### src/rtl/gtree_pkg.sv
package gtree_pkg;

    // Number of bits needed to name one of n directions (at least one).
    function automatic int idx_width(input int n);
        return (n < 2) ? 1 : $clog2(n);
    endfunction

    // Number of registered two-input levels needed to reduce n leaves to one.
    function automatic int tree_levels(input int n);
        return (n < 2) ? 1 : $clog2(n);
    endfunction

    // Leaf count after widening n to a power of two.
    function automatic int padded_leaves(input int n);
        return 1 << tree_levels(n);
    endfunction

endpackage

### src/rtl/gtree_cmp_node.sv
module gtree_cmp_node #(
    parameter int MAG_W = 16,
    parameter int IDX_W = 3
) (
    input  logic             clk,
    input  logic             rst_n,
    input  logic [MAG_W-1:0] lo_mag,
    input  logic [IDX_W-1:0] lo_idx,
    input  logic [MAG_W-1:0] hi_mag,
    input  logic [IDX_W-1:0] hi_idx,
    output logic [MAG_W-1:0] win_mag,
    output logic [IDX_W-1:0] win_idx
);

    typedef struct packed {
        logic [MAG_W-1:0] mag;
        logic [IDX_W-1:0] idx;
    } node_t;

    node_t          node_d, node_q;
    logic [MAG_W:0] diff;
    logic           hi_wins;

    // The lower-index candidate minus the higher-index one. A borrow means the
    // higher-index candidate is strictly larger. Equal values keep the lower index.
    always_comb begin
        diff       = {1'b0, lo_mag} - {1'b0, hi_mag};
        hi_wins    = diff[MAG_W];
        node_d.mag = hi_wins ? hi_mag : lo_mag;
        node_d.idx = hi_wins ? hi_idx : lo_idx;
    end

    always_ff @(posedge clk or negedge rst_n) begin
        if (!rst_n) begin
            node_q <= '0;
        end else begin
            node_q <= node_d;
        end
    end

    assign win_mag = node_q.mag;
    assign win_idx = node_q.idx;

endmodule

### src/rtl/gtree_level.sv
module gtree_level #(
    parameter int MAG_W  = 16,
    parameter int IDX_W  = 3,
    parameter int IN_CNT = 8,
    localparam int OUT_CNT = IN_CNT / 2
) (
    input  logic                       clk,
    input  logic                       rst_n,
    input  logic                       in_vld,
    input  logic [IN_CNT*MAG_W-1:0]    in_mag,
    input  logic [IN_CNT*IDX_W-1:0]    in_idx,
    output logic                       out_vld,
    output logic [OUT_CNT*MAG_W-1:0]   out_mag,
    output logic [OUT_CNT*IDX_W-1:0]   out_idx
);

    typedef struct packed {
        logic vld;
    } lvl_t;

    lvl_t lvl_d, lvl_q;

    // Pair 2k (lower index) against 2k+1 (higher index).
    for (genvar k = 0; k < OUT_CNT; k++) begin : g_node
        gtree_cmp_node #(
            .MAG_W (MAG_W),
            .IDX_W (IDX_W)
        ) u_node (
            .clk     (clk),
            .rst_n   (rst_n),
            .lo_mag  (in_mag[(2*k)*MAG_W +: MAG_W]),
            .lo_idx  (in_idx[(2*k)*IDX_W +: IDX_W]),
            .hi_mag  (in_mag[(2*k+1)*MAG_W +: MAG_W]),
            .hi_idx  (in_idx[(2*k+1)*IDX_W +: IDX_W]),
            .win_mag (out_mag[k*MAG_W +: MAG_W]),
            .win_idx (out_idx[k*IDX_W +: IDX_W])
        );
    end

    always_comb begin
        lvl_d.vld = in_vld;
    end

    always_ff @(posedge clk or negedge rst_n) begin
        if (!rst_n) begin
            lvl_q <= '0;
        end else begin
            lvl_q <= lvl_d;
        end
    end

    assign out_vld = lvl_q.vld;

endmodule

### src/rtl/gtree_argmax.sv
module gtree_argmax #(
    parameter int N     = 8,
    parameter int MAG_W = 16,
    localparam int ANG_W = gtree_pkg::idx_width(N)
) (
    input  logic               clk,
    input  logic               rst_n,
    input  logic               in_valid,
    input  logic [N*MAG_W-1:0] in_mag,
    output logic               out_valid,
    output logic [MAG_W-1:0]   out_mag,
    output logic [ANG_W-1:0]   out_ang
);

    localparam int LEVELS = gtree_pkg::tree_levels(N);
    localparam int PADN   = gtree_pkg::padded_leaves(N);

    logic [PADN*MAG_W-1:0] leaf_mag;
    logic [PADN*ANG_W-1:0] leaf_idx;

    // Leaves: real directions first, then zero-magnitude padding whose indices
    // are all above N-1, so a padding leaf can never beat a real one on a tie.
    for (genvar i = 0; i < PADN; i++) begin : g_leaf
        if (i < N) begin : g_real
            assign leaf_mag[i*MAG_W +: MAG_W] = in_mag[i*MAG_W +: MAG_W];
        end else begin : g_pad
            assign leaf_mag[i*MAG_W +: MAG_W] = '0;
        end
        assign leaf_idx[i*ANG_W +: ANG_W] = ANG_W'(i);
    end

    for (genvar l = 0; l < LEVELS; l++) begin : g_lvl
        localparam int IN_CNT  = PADN >> l;
        localparam int OUT_CNT = IN_CNT / 2;

        logic                     o_vld;
        logic [OUT_CNT*MAG_W-1:0] o_mag;
        logic [OUT_CNT*ANG_W-1:0] o_idx;

        if (l == 0) begin : g_first
            gtree_level #(
                .MAG_W  (MAG_W),
                .IDX_W  (ANG_W),
                .IN_CNT (IN_CNT)
            ) u_level (
                .clk     (clk),
                .rst_n   (rst_n),
                .in_vld  (in_valid),
                .in_mag  (leaf_mag),
                .in_idx  (leaf_idx),
                .out_vld (o_vld),
                .out_mag (o_mag),
                .out_idx (o_idx)
            );
        end else begin : g_next
            gtree_level #(
                .MAG_W  (MAG_W),
                .IDX_W  (ANG_W),
                .IN_CNT (IN_CNT)
            ) u_level (
                .clk     (clk),
                .rst_n   (rst_n),
                .in_vld  (g_lvl[l-1].o_vld),
                .in_mag  (g_lvl[l-1].o_mag),
                .in_idx  (g_lvl[l-1].o_idx),
                .out_vld (o_vld),
                .out_mag (o_mag),
                .out_idx (o_idx)
            );
        end
    end

    assign out_valid = g_lvl[LEVELS-1].o_vld;
    assign out_mag   = g_lvl[LEVELS-1].o_mag;
    assign out_ang   = g_lvl[LEVELS-1].o_idx;

endmodule

### config.mk
export PLATFORM = sky130hd
export DESIGN_NAME = gtree_argmax
export DESIGN_NICKNAME = d
export VERILOG_FILES = /design/src/rtl/gtree_pkg.sv /design/src/rtl/gtree_cmp_node.sv /design/src/rtl/gtree_level.sv /design/src/rtl/gtree_argmax.sv
export SDC_FILE = /design/constraint.sdc
export NUM_CORES = 1
export LEC_CHECK = 0
export ABC_AREA = 1
export ABC_CLOCK_PERIOD_IN_PS = 2200
export BUFFER_PORTS_ARGS = -buffer_cell sky130_fd_sc_hd__buf_2
export CORE_ASPECT_RATIO = 0.75
export CORE_UTILIZATION = 53
export CTS_CLUSTER_SIZE = 25
export DETAILED_ROUTE_END_ITERATION = 8
export PLACE_DENSITY_LB_ADDON = 0.15
export REMOVE_ABC_BUFFERS = 1
export SYNTH_ARGS = -nofsm -noshare
export SYNTH_HDL_FRONTEND = slang
export SYNTH_SLANG_ARGS = --single-unit
### constraint.sdc
create_clock -name clk -period 2.2 [get_ports clk]
set_input_delay 0.11 -clock clk [delete_from_list [all_inputs] [get_ports clk]]
set_output_delay 0.11 -clock clk [all_outputs]
set_load 0.05 [all_outputs]
# After elaboration in Yosys (flattened, before gate mapping)
# Index checks and enable logic that the tools add are counted.
# word_totals
input_bits,131
ff_bits,131
# op_classes
muxes,14
n_addsub,7
# op_table
cell,count
16-bit by 16-bit subtractor with 17-bit output,7
16-bit 2-to-1 mux,7
3-bit 2-to-1 mux,2
1-bit 2-to-1 mux,4
2-bit 2-to-1 mux,1

# Logic depth before layout (Yosys ltp)
# Gate-level depths: netlist of run 1.
# depth
ltp_word,2
ltp_mapped,13

# By module
# From an unflattened synthesis of run 1, not the netlist that was laid out.
# hier_totals
cells_unflattened,1034
hier_area_um2,8797.2
# by_module_without_submodules
module,area_each_um2,n_inst,cells_each
gtree_cmp_node,1244.9,7,147
gtree_level,25.0,3,1
gtree_argmax,7.5,1,2

# Least setup slack after synthesis of run 1
# No wires, ideal clock.
# synth_timing
path_kind,register to register
start,"reg g_lvl[0].g_first.u_level.g_node[2].u_node.node_q, in the netlist g_lvl[0].g_first.u_level.g_node[2].u_node.win_mag[13]"
end,"reg g_lvl[1].g_next.u_level.g_node[1].u_node.node_q, in the netlist g_lvl[1].g_next.u_level.g_node[1].u_node.win_mag[10]"
setup_ns,0.116
arrival_ns,1.493
path_stages_with_launch,9
period_less_slack_ns,1.610
path_slack_ns,0.590
path_cell_list,dfrtp_1 -> ha_1 -> a21oi_1 -> o21ai_1 -> a21oi_4 -> nand2_4 -> buf_6 -> nand2_2 -> nand2_1
# synth_lines
item,line,rtl
start: declaration,gtree_cmp_node.sv:20,"node_t node_d, node_q;"
start signal: assignment,gtree_cmp_node.sv:37,node_q <= node_d;
end signal: assignment,gtree_cmp_node.sv:37,
end: declaration,gtree_cmp_node.sv:20,

==> results.sh, run 1 <==
export IMPL_clock_sinks=128
export IMPL_avgRoutedWirePerCell_um=13.7
export IMPL_fin_crit_sh_pct=96.4
export IMPL_final_area_sq_mm=0.0108
export IMPL_cts_root_buf="clkbuf_16"
export IMPL_io_pins=151
export IMPL_die_h_um=108
export IMPL_start_util_pct=54.6
export IMPL_synth_edf_count=0
export IMPL_vias=7261
export IMPL_cp_slowest_cell="dlygate4sd3_1"
export IMPL_hold_path_depth=3
export IMPL_grt_max_degree=94
export IMPL_clockBufferDepth=2
export IMPL_placed_cell_area_sq_mm=0.00884
export IMPL_max_stage_delay_ns=0.55
export IMPL_clockPowerShare_pct=29.5
export IMPL_outcome="complete, no violations"
export IMPL_p_int_mw=6.21
export IMPL_relSlewSlack_pct=65.2
export IMPL_cts_clk_slew_worst_paths_ns=0.06
export IMPL_vdd_drop_max_v=0.000539
export IMPL_cts_buffers=17
export IMPL_combinationalPowerShare_pct=37.7
export IMPL_rsz0062_at_grt="false"
export IMPL_synthTopCellsByArea="dfrtp_1 (40%), ha_1 (17%), nand2_1 (15%), nand3_1 (7.3%), inv_1 (6.9%)"
export IMPL_fin_ws_ns=0.0802
export IMPL_layout_nets=1497
export IMPL_cp_max_fo=7
export IMPL_yosysWarnings=0
export IMPL_worstPathRequired_ns=2.50
export IMPL_drc_errors=0
export IMPL_multi_input_area_sq_mm=0.00403
export IMPL_whs_ns=0.0169
export IMPL_fmax_mhz=472
export IMPL_die_w_um=143
export IMPL_synth_area_sq_mm=0.00794
export IMPL_setup_violations=0
export IMPL_regArea_sq_mm=0.00320
export IMPL_vias_per_cell=4.93
export IMPL_overflow=0
export IMPL_ff2ff_setup_slack_ns=0.21
export IMPL_async_flop_share_pct=100
export IMPL_finalWeightedCongestion=0.856
export IMPL_port_buffer_count=150
export IMPL_synth_cell_types=33
export IMPL_sw_frac_of_total_pct=37.8
export IMPL_drv_slew=0
export IMPL_grt_use_total_pct=28.3
export IMPL_worstMarginPinSlew_ns=0.522
export IMPL_pwr_share_seq_pct=32.8
export IMPL_seq_area_frac_synth_pct=40.3
export IMPL_path_cells="dlygate4sd3_1, buf_2, ha_1, nand2_1, inv_1, nand3_2, inv_2, a21oi_4, nand2_4, nand2_1, nand2_1, dlygate4sd3_1"
export IMPL_syn_area_per_cell_sq_um=8.19
export IMPL_drive_above_1_share_pct=20.0
export IMPL_hp_class="input port to flip-flop"
export IMPL_die_area_sq_mm=0.0155
export IMPL_cts_tree="done"
export IMPL_yosysTopAreaCellShare_pct=40.3
export IMPL_p_sw_mw=3.77
export IMPL_syn2layout_area_growth_pct=36.2
export IMPL_holdCritStartpoint="in_mag[55]"
export IMPL_clk_latency_ns=0.42
export IMPL_finClkSkew_ns=0.00781
export IMPL_synth_flop_cell="dfrtp_1"
export IMPL_core_area_sq_mm=0.0145
export IMPL_syn_inst=970
export IMPL_fillers=1099
export IMPL_powerDensity_mw_per_mm2=924
export IMPL_power_leakage_nw=6.19
export IMPL_cpMostUsedCell="nand2_1"
export IMPL_tns_ns=0
export IMPL_worstRegToRegCells=8
export IMPL_drt_first_pass_iters=5
export IMPL_cp_arrival_ns=2.42
export IMPL_fp_row_count=38
export IMPL_grt_pass1_vias=7129
export IMPL_drt_initial_drc_count=481
export IMPL_pre_cts_ws_ns=0.337
export IMPL_period_needed_ns=2.12
export IMPL_hpwl_mm=13.7
export IMPL_ant_nets=0
export IMPL_grt_pass1_wl_mm=33.4
export IMPL_power_mw=9.99
export IMPL_antenna_found_initial=1
export IMPL_yosys_area_top_type="dfrtp_1"
export IMPL_synth_common_cells="nand2_1 (325), inv_1 (147), dfrtp_1 (128), nand3_1 (116), ha_1 (105)"
export IMPL_routed_wl_mm=20.2
export IMPL_crit_path_start_kind="input port"
export IMPL_end_kind="flip-flop"
export IMPL_ctsHtreeMaxLevel=4
export IMPL_cap_violations=0
export IMPL_synth_most_common_cell="nand2_1"
export IMPL_hold_viol=0
export IMPL_crit_type="input port to flip-flop"
export IMPL_ys_ff_latch=128
registers in the layout (all words and copies together), names as in the netlist:
| name | flops |
|---|---|
| g_lvl.g_first.u_level.out_vld | 1 |
| g_lvl.g_next.u_level.out_vld | 2 |
| g_lvl.g_next.u_level.g_node.u_node.win_idx | 8 |
| g_lvl.g_next.u_level.g_node.u_node.win_mag | 48 |
| g_lvl.g_first.u_level.g_node.u_node.win_mag | 64 |
| g_lvl.g_first.u_level.g_node.u_node.win_idx | 5 |
layout make-up:
class                           instances  share of cell area, %
Antenna cell                            1                 0.0231
Clock buffer                           22                   4.29
Clock inverter                          9                   1.46
Inverter                              149                   5.17
Multi-Input combinational cell        672                   37.3
Sequential cell                       128                   29.6
Tap cell                              200                   2.31
Timing Repair Buffer                  293                   19.9
cell usage in the layout, fill, tap and decap left out, types with 2 or more instances in the layout:
cell type,instances
clkbuf_1,3
nand2_4,9
nor3_1,9
o21bai_1,3
nand2_1,324
nand2_2,14
nor2_2,2
buf_6,2
inv_2,3
nor2_1,15
buf_2,149
o21ai_0,3
nor3_4,2
nand3_1,116
inv_1,146
ha_1,104
clkbuf_16,17
o21ai_1,5
nor2_4,3
clkinvlp_4,2
bufinv_16,4
nor3_2,3
dfrtp_1,128
nand4_1,3
dlygate4sd3_1,121
buf_4,19
a21oi_4,4
clkbuf_8,2
a21oi_1,37
o21ai_2,2
clkinv_4,2
nand3_2,2
a21oi_2,5
stage by stage:
stage               instances  util [%]
floorplan                 948         -
global placement         1308      60.7
detailed placement       1308      60.7
CTS                      1460      73.3
global route             1473      74.3
finish                   1474      74.3
what timing repair did:
action / 4_1_cts / 5_1_grt
buffers inserted: 0 / 12
resized for setup: 0 / 10
endpoints found under the hold margin: 97 / 0
hold buffers: 121 / 0
setup endpoints to repair: 0 / 5
power by group through the flow:
stage	combinational, mW	sequential [mW]	clock [mW]
after global placement	3.40	3.29	0
final	3.77	3.27	2.95
after floorplan	1.95	3.76	0
after global routing	4.25	3.33	3.10
after CTS	3.69	3.27	2.98
after detailed placement	3.47	3.30	0
cell families (layout without fill, tap and decap cells):
logic type,after synthesis,after routing,share of synthesized area (%)
AOI/OAI and AO/OA,59,60,4.74
adders and majority gates,105,105,16.5
buffers and inverters,171,473,9.47
DFF,128,128,40.3
other,1,2,0.0472
and+or+nand+nor,506,506,28.9
worst max-delay path: cells and delay by family:
family	cells	cell delay (ns)
AOI/OAI and AO/OA	1	0.25
adders and majority gates	1	0.28
buffers and inverters	5	1.33
and+or+nand+nor	5	0.44
how the worst max path moves through the flow:
stage | from | end | slack [ns]
floorplan | flip-flop | flip-flop | 0.50
global placement | flip-flop | flip-flop | 0.36
detailed placement | flip-flop | flip-flop | 0.34
CTS | in_mag[46] | flip-flop | 0.02
global route | in_mag[62] | flip-flop | 0.009
finish | in_mag[46] | flip-flop | 0.08
routing by layer:
| layer | wire length, um | part of all wire [%] | GRT usage [%] |
|---|---|---|---|
| met1 | 9750 | 48 | 39.7 |
| met2 | 9250 | 46 | 45.5 |
| met3 | 984 | 4.9 | 5.85 |
| met4 | 240 | 1.2 | 5.47 |
| met5 | 0 | 0 | 0 |
No activity file was read; power rests on OpenSTA's default activity.
==> inputs of run 2 (changes only) <==
- ABC_CLOCK_PERIOD_IN_PS: 2200 -> 2100
- clock period: 2.2 -> 2.1 ns (I/O delays scaled with it)
==> results.sh, run 2 (synthesis results as in run 1) <==
export IMPL_cts_tree="done"
export IMPL_hpwl_mm=13.8
export IMPL_fin_crit_sh_pct=94.7
export IMPL_grtUsageMet2_pct=41.2
export IMPL_grt_pass1_wl_mm=31.7
export IMPL_vias=7125
export IMPL_ctsHtreeMaxLevel=4
export IMPL_final_common_cell="nand2_1"
export IMPL_die_h_um=108
export IMPL_layout_nets=1491
export IMPL_core_area_sq_mm=0.0145
export IMPL_drive_above_1_share_pct=19.6
export IMPL_hp_class="input port to flip-flop"
export IMPL_vdd_drop_max_v=0.000467
export IMPL_mostFrequentLayoutCells="nand2_1 (325), buf_2 (149), inv_1 (147)"
export IMPL_drt_first_pass_iters=5
export IMPL_rsz0062_at_grt="false"
export IMPL_cp_slowest_cell="dlygate4sd3_1"
export IMPL_clock_sinks=128
export IMPL_routed_wl_mm=19.2
export IMPL_hold_path_depth=3
export IMPL_overflow=0
export IMPL_cts_buffers=17
export IMPL_worstPathRequired_ns=2.39
export IMPL_hold_viol=0
export IMPL_cap_violations=0
export IMPL_power_leakage_nw=6.15
export IMPL_grt_use_total_pct=26.7
export IMPL_largest_reg_flops=64
export IMPL_cp_max_fo=17
export IMPL_path_cells="dlygate4sd3_1, buf_2, inv_1, nand2_1, nand2_1, nand2_1, nand2_1, nand2_1, nand2_1, nand2_1, nand2_4, nand2_4, nand2_1, nand2_1, dlygate4sd3_1"
export IMPL_period_needed_ns=1.99
export IMPL_syn2layout_area_growth_pct=35.0
export IMPL_fp_row_count=38
export IMPL_grtUsageMet3_pct=5.54
export IMPL_end_kind="flip-flop"
export IMPL_ant_nets=0
export IMPL_tns_ns=0
export IMPL_fmax_mhz=503
export IMPL_fillers=1097
export IMPL_powerDensity_mw_per_mm2=963
export IMPL_ff2ff_setup_slack_ns=0.26
export IMPL_cts_clk_slew_worst_paths_ns=0.06
export IMPL_clockBufferDepth=2
export IMPL_antenna_found_initial=1
export IMPL_met1_usage_pct=38.0
export IMPL_drc_errors=0
export IMPL_max_stage_delay_ns=0.56
export IMPL_drt_initial_drc_count=403
export IMPL_holdCritStartpoint="in_mag[75]"
export IMPL_finalWeightedCongestion=0.893
export IMPL_cp_arrival_ns=2.28
export IMPL_top_usage_layer="met2"
export IMPL_crit_start="in_mag[0]"
export IMPL_port_buffer_count=150
export IMPL_vias_per_cell=4.85
export IMPL_finClkSkew_ns=0.0106
export IMPL_cpMostUsedCell="nand2_1"
export IMPL_grt_max_degree=51
export IMPL_io_pins=151
export IMPL_drv_slew=0
export IMPL_worstRegToRegCells=10
export IMPL_grt_pass1_vias=6886
export IMPL_die_area_sq_mm=0.0155
export IMPL_power_mw=10.3
export IMPL_setup_violations=0
export IMPL_clk_latency_ns=0.42
export IMPL_crit_path_start_kind="input port"
export IMPL_crit_type="input port to flip-flop"
export IMPL_cts_root_buf="clkbuf_16"
export IMPL_outcome="complete, no violations"
export IMPL_die_w_um=143
export IMPL_avgRoutedWirePerCell_um=13.1
export IMPL_start_util_pct=54.6
-- run 2: critical path: cells and delay by family --
family	cells	cell delay (ns)
and+or+nand+nor	11	0.90
buffers and inverters	4	1.26
-- run 2: metrics by stage --
stage	hold slack [ns]	utilization (%)	setup slack, ns	instance area, sq um	cells
2_1_floorplan	-0.191	-	0.397	7750	948
3_5_place_dp	0.0615	61.0	0.300	8870	1312
4_1_cts	0.00634	73.4	0.0293	10700	1464
3_3_place_gp	0.0567	61.0	0.307	8870	1312
6_report	0.0229	73.7	0.112	10700	1469
5_1_grt	0.0251	73.7	0.000762	10700	1468
-- run 2: area by class of cell --
class / instances / area (sq um) / share of cell area, %
Antenna cell: 1 / 2.50 / 0.0233
Clock buffer: 20 / 457 / 4.26
Timing Repair Buffer: 288 / 2100 / 19.6
Sequential cell: 128 / 3200 / 29.9
Inverter: 149 / 559 / 5.22
Multi-Input combinational cell: 671 / 3990 / 37.2
Tap cell: 200 / 250 / 2.33
Clock inverter: 12 / 158 / 1.47
-- run 2: worst max-delay path by stage --
stage                      to  slack, ns
floorplan           flip-flop       0.40
global placement    flip-flop       0.31
detailed placement  flip-flop       0.30
CTS                 flip-flop       0.03
global route        flip-flop     0.0008
finish              flip-flop       0.11
-- run 2: where the power goes --
part / internal (mW) / total (mW) / switching [mW]
combinational: 1.39 / 3.92 / 2.53
sequential: 3.06 / 3.39 / 0.330
clock: 1.93 / 3.00 / 1.07
total: 6.39 / 10.3 / 3.93
-- run 2: timing repair --
action,in CTS,in global routing
setup buffers,0,4
endpoints found under the setup margin,0,16
gates resized for setup,0,1
hold buffers,120,0
hold endpoints to repair,89,0
-- run 2: metal layers --
metal  vias to the layer above  wire [um]
li1                       3640          -
met1                      3295       9320
met2                       172       8750
met3                        18        940
met4                         0        195
met5                         -          0
==> inputs of run 3 (changes only) <==
- PLACE_DENSITY: default -> 0.77
- PLACE_DENSITY_LB_ADDON: 0.15 -> default
==> results.sh, run 3 (synthesis results as in run 1) <==
export IMPL_outcome="complete, no violations"
export IMPL_core_area_sq_mm=0.0145
export IMPL_overflow=0
export IMPL_grt_pass1_wl_mm=34.1
export IMPL_combinationalPowerShare_pct=38.2
export IMPL_cp_slowest_cell="dlygate4sd3_1"
export IMPL_tns_ns=0
export IMPL_hp_class="input port to flip-flop"
export IMPL_path_cells="dlygate4sd3_1, buf_2, ha_1, a21oi_1, nor2_1, nor3_1, nand2_1, nand2_2, nand2_4, nand2_1, nand2_1"
export IMPL_cts_buffers=17
export IMPL_crit_family="simple AND/OR/NAND/NOR gates"
export IMPL_fin_crit_sh_pct=92.5
export IMPL_fmax_mhz=515
export IMPL_hold_viol=0
export IMPL_drv_slew=0
export IMPL_port_buffer_count=150
export IMPL_syn2layout_area_growth_pct=34.3
export IMPL_pwr_share_seq_pct=32.8
export IMPL_power_leakage_nw=6.10
export IMPL_cts_clk_slew_worst_paths_ns=0.05
export IMPL_layout_nets=1485
export IMPL_rsz0062_at_grt="false"
export IMPL_io_pins=151
export IMPL_die_h_um=108
export IMPL_clockBufferDepth=2
export IMPL_setup_violations=0
export IMPL_p_sw_mw=3.95
export IMPL_drive_above_1_share_pct=19.1
export IMPL_fillers=1027
export IMPL_antenna_found_initial=1
export IMPL_drc_errors=0
export IMPL_end_kind="flip-flop"
export IMPL_finalWeightedCongestion=0.867
export IMPL_powerDensity_mw_per_mm2=971
export IMPL_ant_nets=0
export IMPL_cp_max_fo=17
export IMPL_drt_first_pass_iters=5
export IMPL_ctsHtreeMaxLevel=4
export IMPL_grt_max_degree=56
export IMPL_hpwl_mm=13.6
export IMPL_routed_wl_mm=20.5
export IMPL_numPlacedInstances=1312
export IMPL_relSlewSlack_pct=63.5
export IMPL_worstMarginPinSlew_ns=0.547
export IMPL_fp_row_count=38
export IMPL_whs_ns=0.0157
export IMPL_vdd_drop_max_v=0.000570
export IMPL_cts_tree="done"
export IMPL_sw_frac_of_total_pct=38.1
export IMPL_grtUsageMet2_pct=47.4
export IMPL_avgRoutedWirePerCell_um=14.0
export IMPL_worstPathRequired_ns=2.38
export IMPL_top_usage_layer="met2"
export IMPL_mostFrequentLayoutCells="nand2_1 (325), buf_2 (149), inv_1 (147)"
export IMPL_cap_violations=0
export IMPL_diodes=0
export IMPL_clockPowerShare_pct=28.9
export IMPL_vias=7376
export IMPL_grt_pass1_vias=7356
export IMPL_placed_cell_area_sq_mm=0.00888
export IMPL_finalNonFillerCells=1461
export IMPL_largest_reg_flops=64
export IMPL_critical_path_buf_inv_count=2
export IMPL_p_int_mw=6.41
export IMPL_period_needed_ns=1.94
export IMPL_max_stage_delay_ns=0.54
export IMPL_finClkSkew_ns=0.00839
export IMPL_post_cts_setup_buffer_count=0
export IMPL_final_area_sq_mm=0.0107
export IMPL_grtUsageMet3_pct=6.78
export IMPL_cp_arrival_ns=2.23
export IMPL_die_w_um=143
export IMPL_met1_usage_pct=37.6
export IMPL_crit_type="input port to flip-flop"
export IMPL_crit_path_start_kind="input port"
export IMPL_cpMostUsedCell="nand2_1"
export IMPL_grt_use_total_pct=28.8
export IMPL_start_util_pct=54.6
export IMPL_die_area_sq_mm=0.0155
export IMPL_final_common_cell="nand2_1"
export IMPL_drt_initial_drc_count=570
export IMPL_cts_root_buf="clkbuf_16"
export IMPL_clock_sinks=128
export IMPL_clk_latency_ns=0.41
export IMPL_vias_per_cell=5.05
export IMPL_fin_util_pct=73.3
-- run 3: worst reg2reg max path, stage by stage, from the launching register on --
cell,delay [ns]
dfrtp_1,0.40
ha_1,0.30
a21oi_1,0.19
o21ai_1,0.14
a21oi_4,0.32
nand2_4,0.24
nand2_1,0.15
nand2_1,0.08
-- run 3: power by group through the flow --
| stage | combinational, mW | sequential [mW] | clock (mW) |
|---|---|---|---|
| final | 3.96 | 3.40 | 3.00 |
| after global routing | 4.43 | 3.46 | 3.15 |
| after global placement | 3.58 | 3.43 | 0 |
| after floorplan | 2.05 | 3.94 | 0 |
| after CTS | 3.93 | 3.40 | 3.04 |
| after detailed placement | 3.70 | 3.44 | 0 |
-- run 3: final timing paths --
| check | start | endpoint | slack, ns | cells past startpoint |
|---|---|---|---|---|
| max | in_mag[5] | flip-flop | 0.16 | 11 |
| min | in_mag[75] | flip-flop | 0.02 | 3 |
| max reg2reg | flip-flop | flip-flop | 0.17 | 7 |
| min reg2reg | g_lvl[0].g_first.u_level.out_vld | g_lvl[1].g_next.u_level.out_vld | 0.36 | 0 |
| max in group asynchronous | rst_n | async pin | 1.20 | 3 |
| min in group asynchronous | rst_n | async pin | 0.23 | 2 |
-- run 3: per-stage QoR --
stage / power [mW] / setup slack, ns
2_1_floorplan: 5.98 / 0.397
3_3_place_gp: 7.01 / 0.312
3_5_place_dp: 7.13 / 0.237
4_1_cts: 10.4 / 0.181
5_1_grt: 11.0 / 0.0296
6_report: 10.4 / 0.157
-- run 3: cell type report --
class / instances / area, sq um / share of cell area [%]
Sequential cell: 128 / 3200 / 30.0
Tap cell: 200 / 250 / 2.35
Inverter: 149 / 559 / 5.24
Timing Repair Buffer: 282 / 2060 / 19.4
Multi-Input combinational cell: 671 / 3990 / 37.4
Clock inverter: 11 / 165 / 1.55
Clock buffer: 20 / 437 / 4.09
-- run 3: per-layer routing --
metal,vias to the layer above,wire (um)
li1,3633,-
met1,3477,9070
met2,229,9830
met3,37,1260
met4,0,331
met5,-,0
-- run 3: repair_timing --
| action | 4_1_cts | 5_1_grt |
|---|---|---|
| setup endpoints to repair | 0 | 0 |
| hold buffers | 118 | 0 |
| resized for setup | 0 | 0 |
| hold endpoints to repair | 99 | 0 |
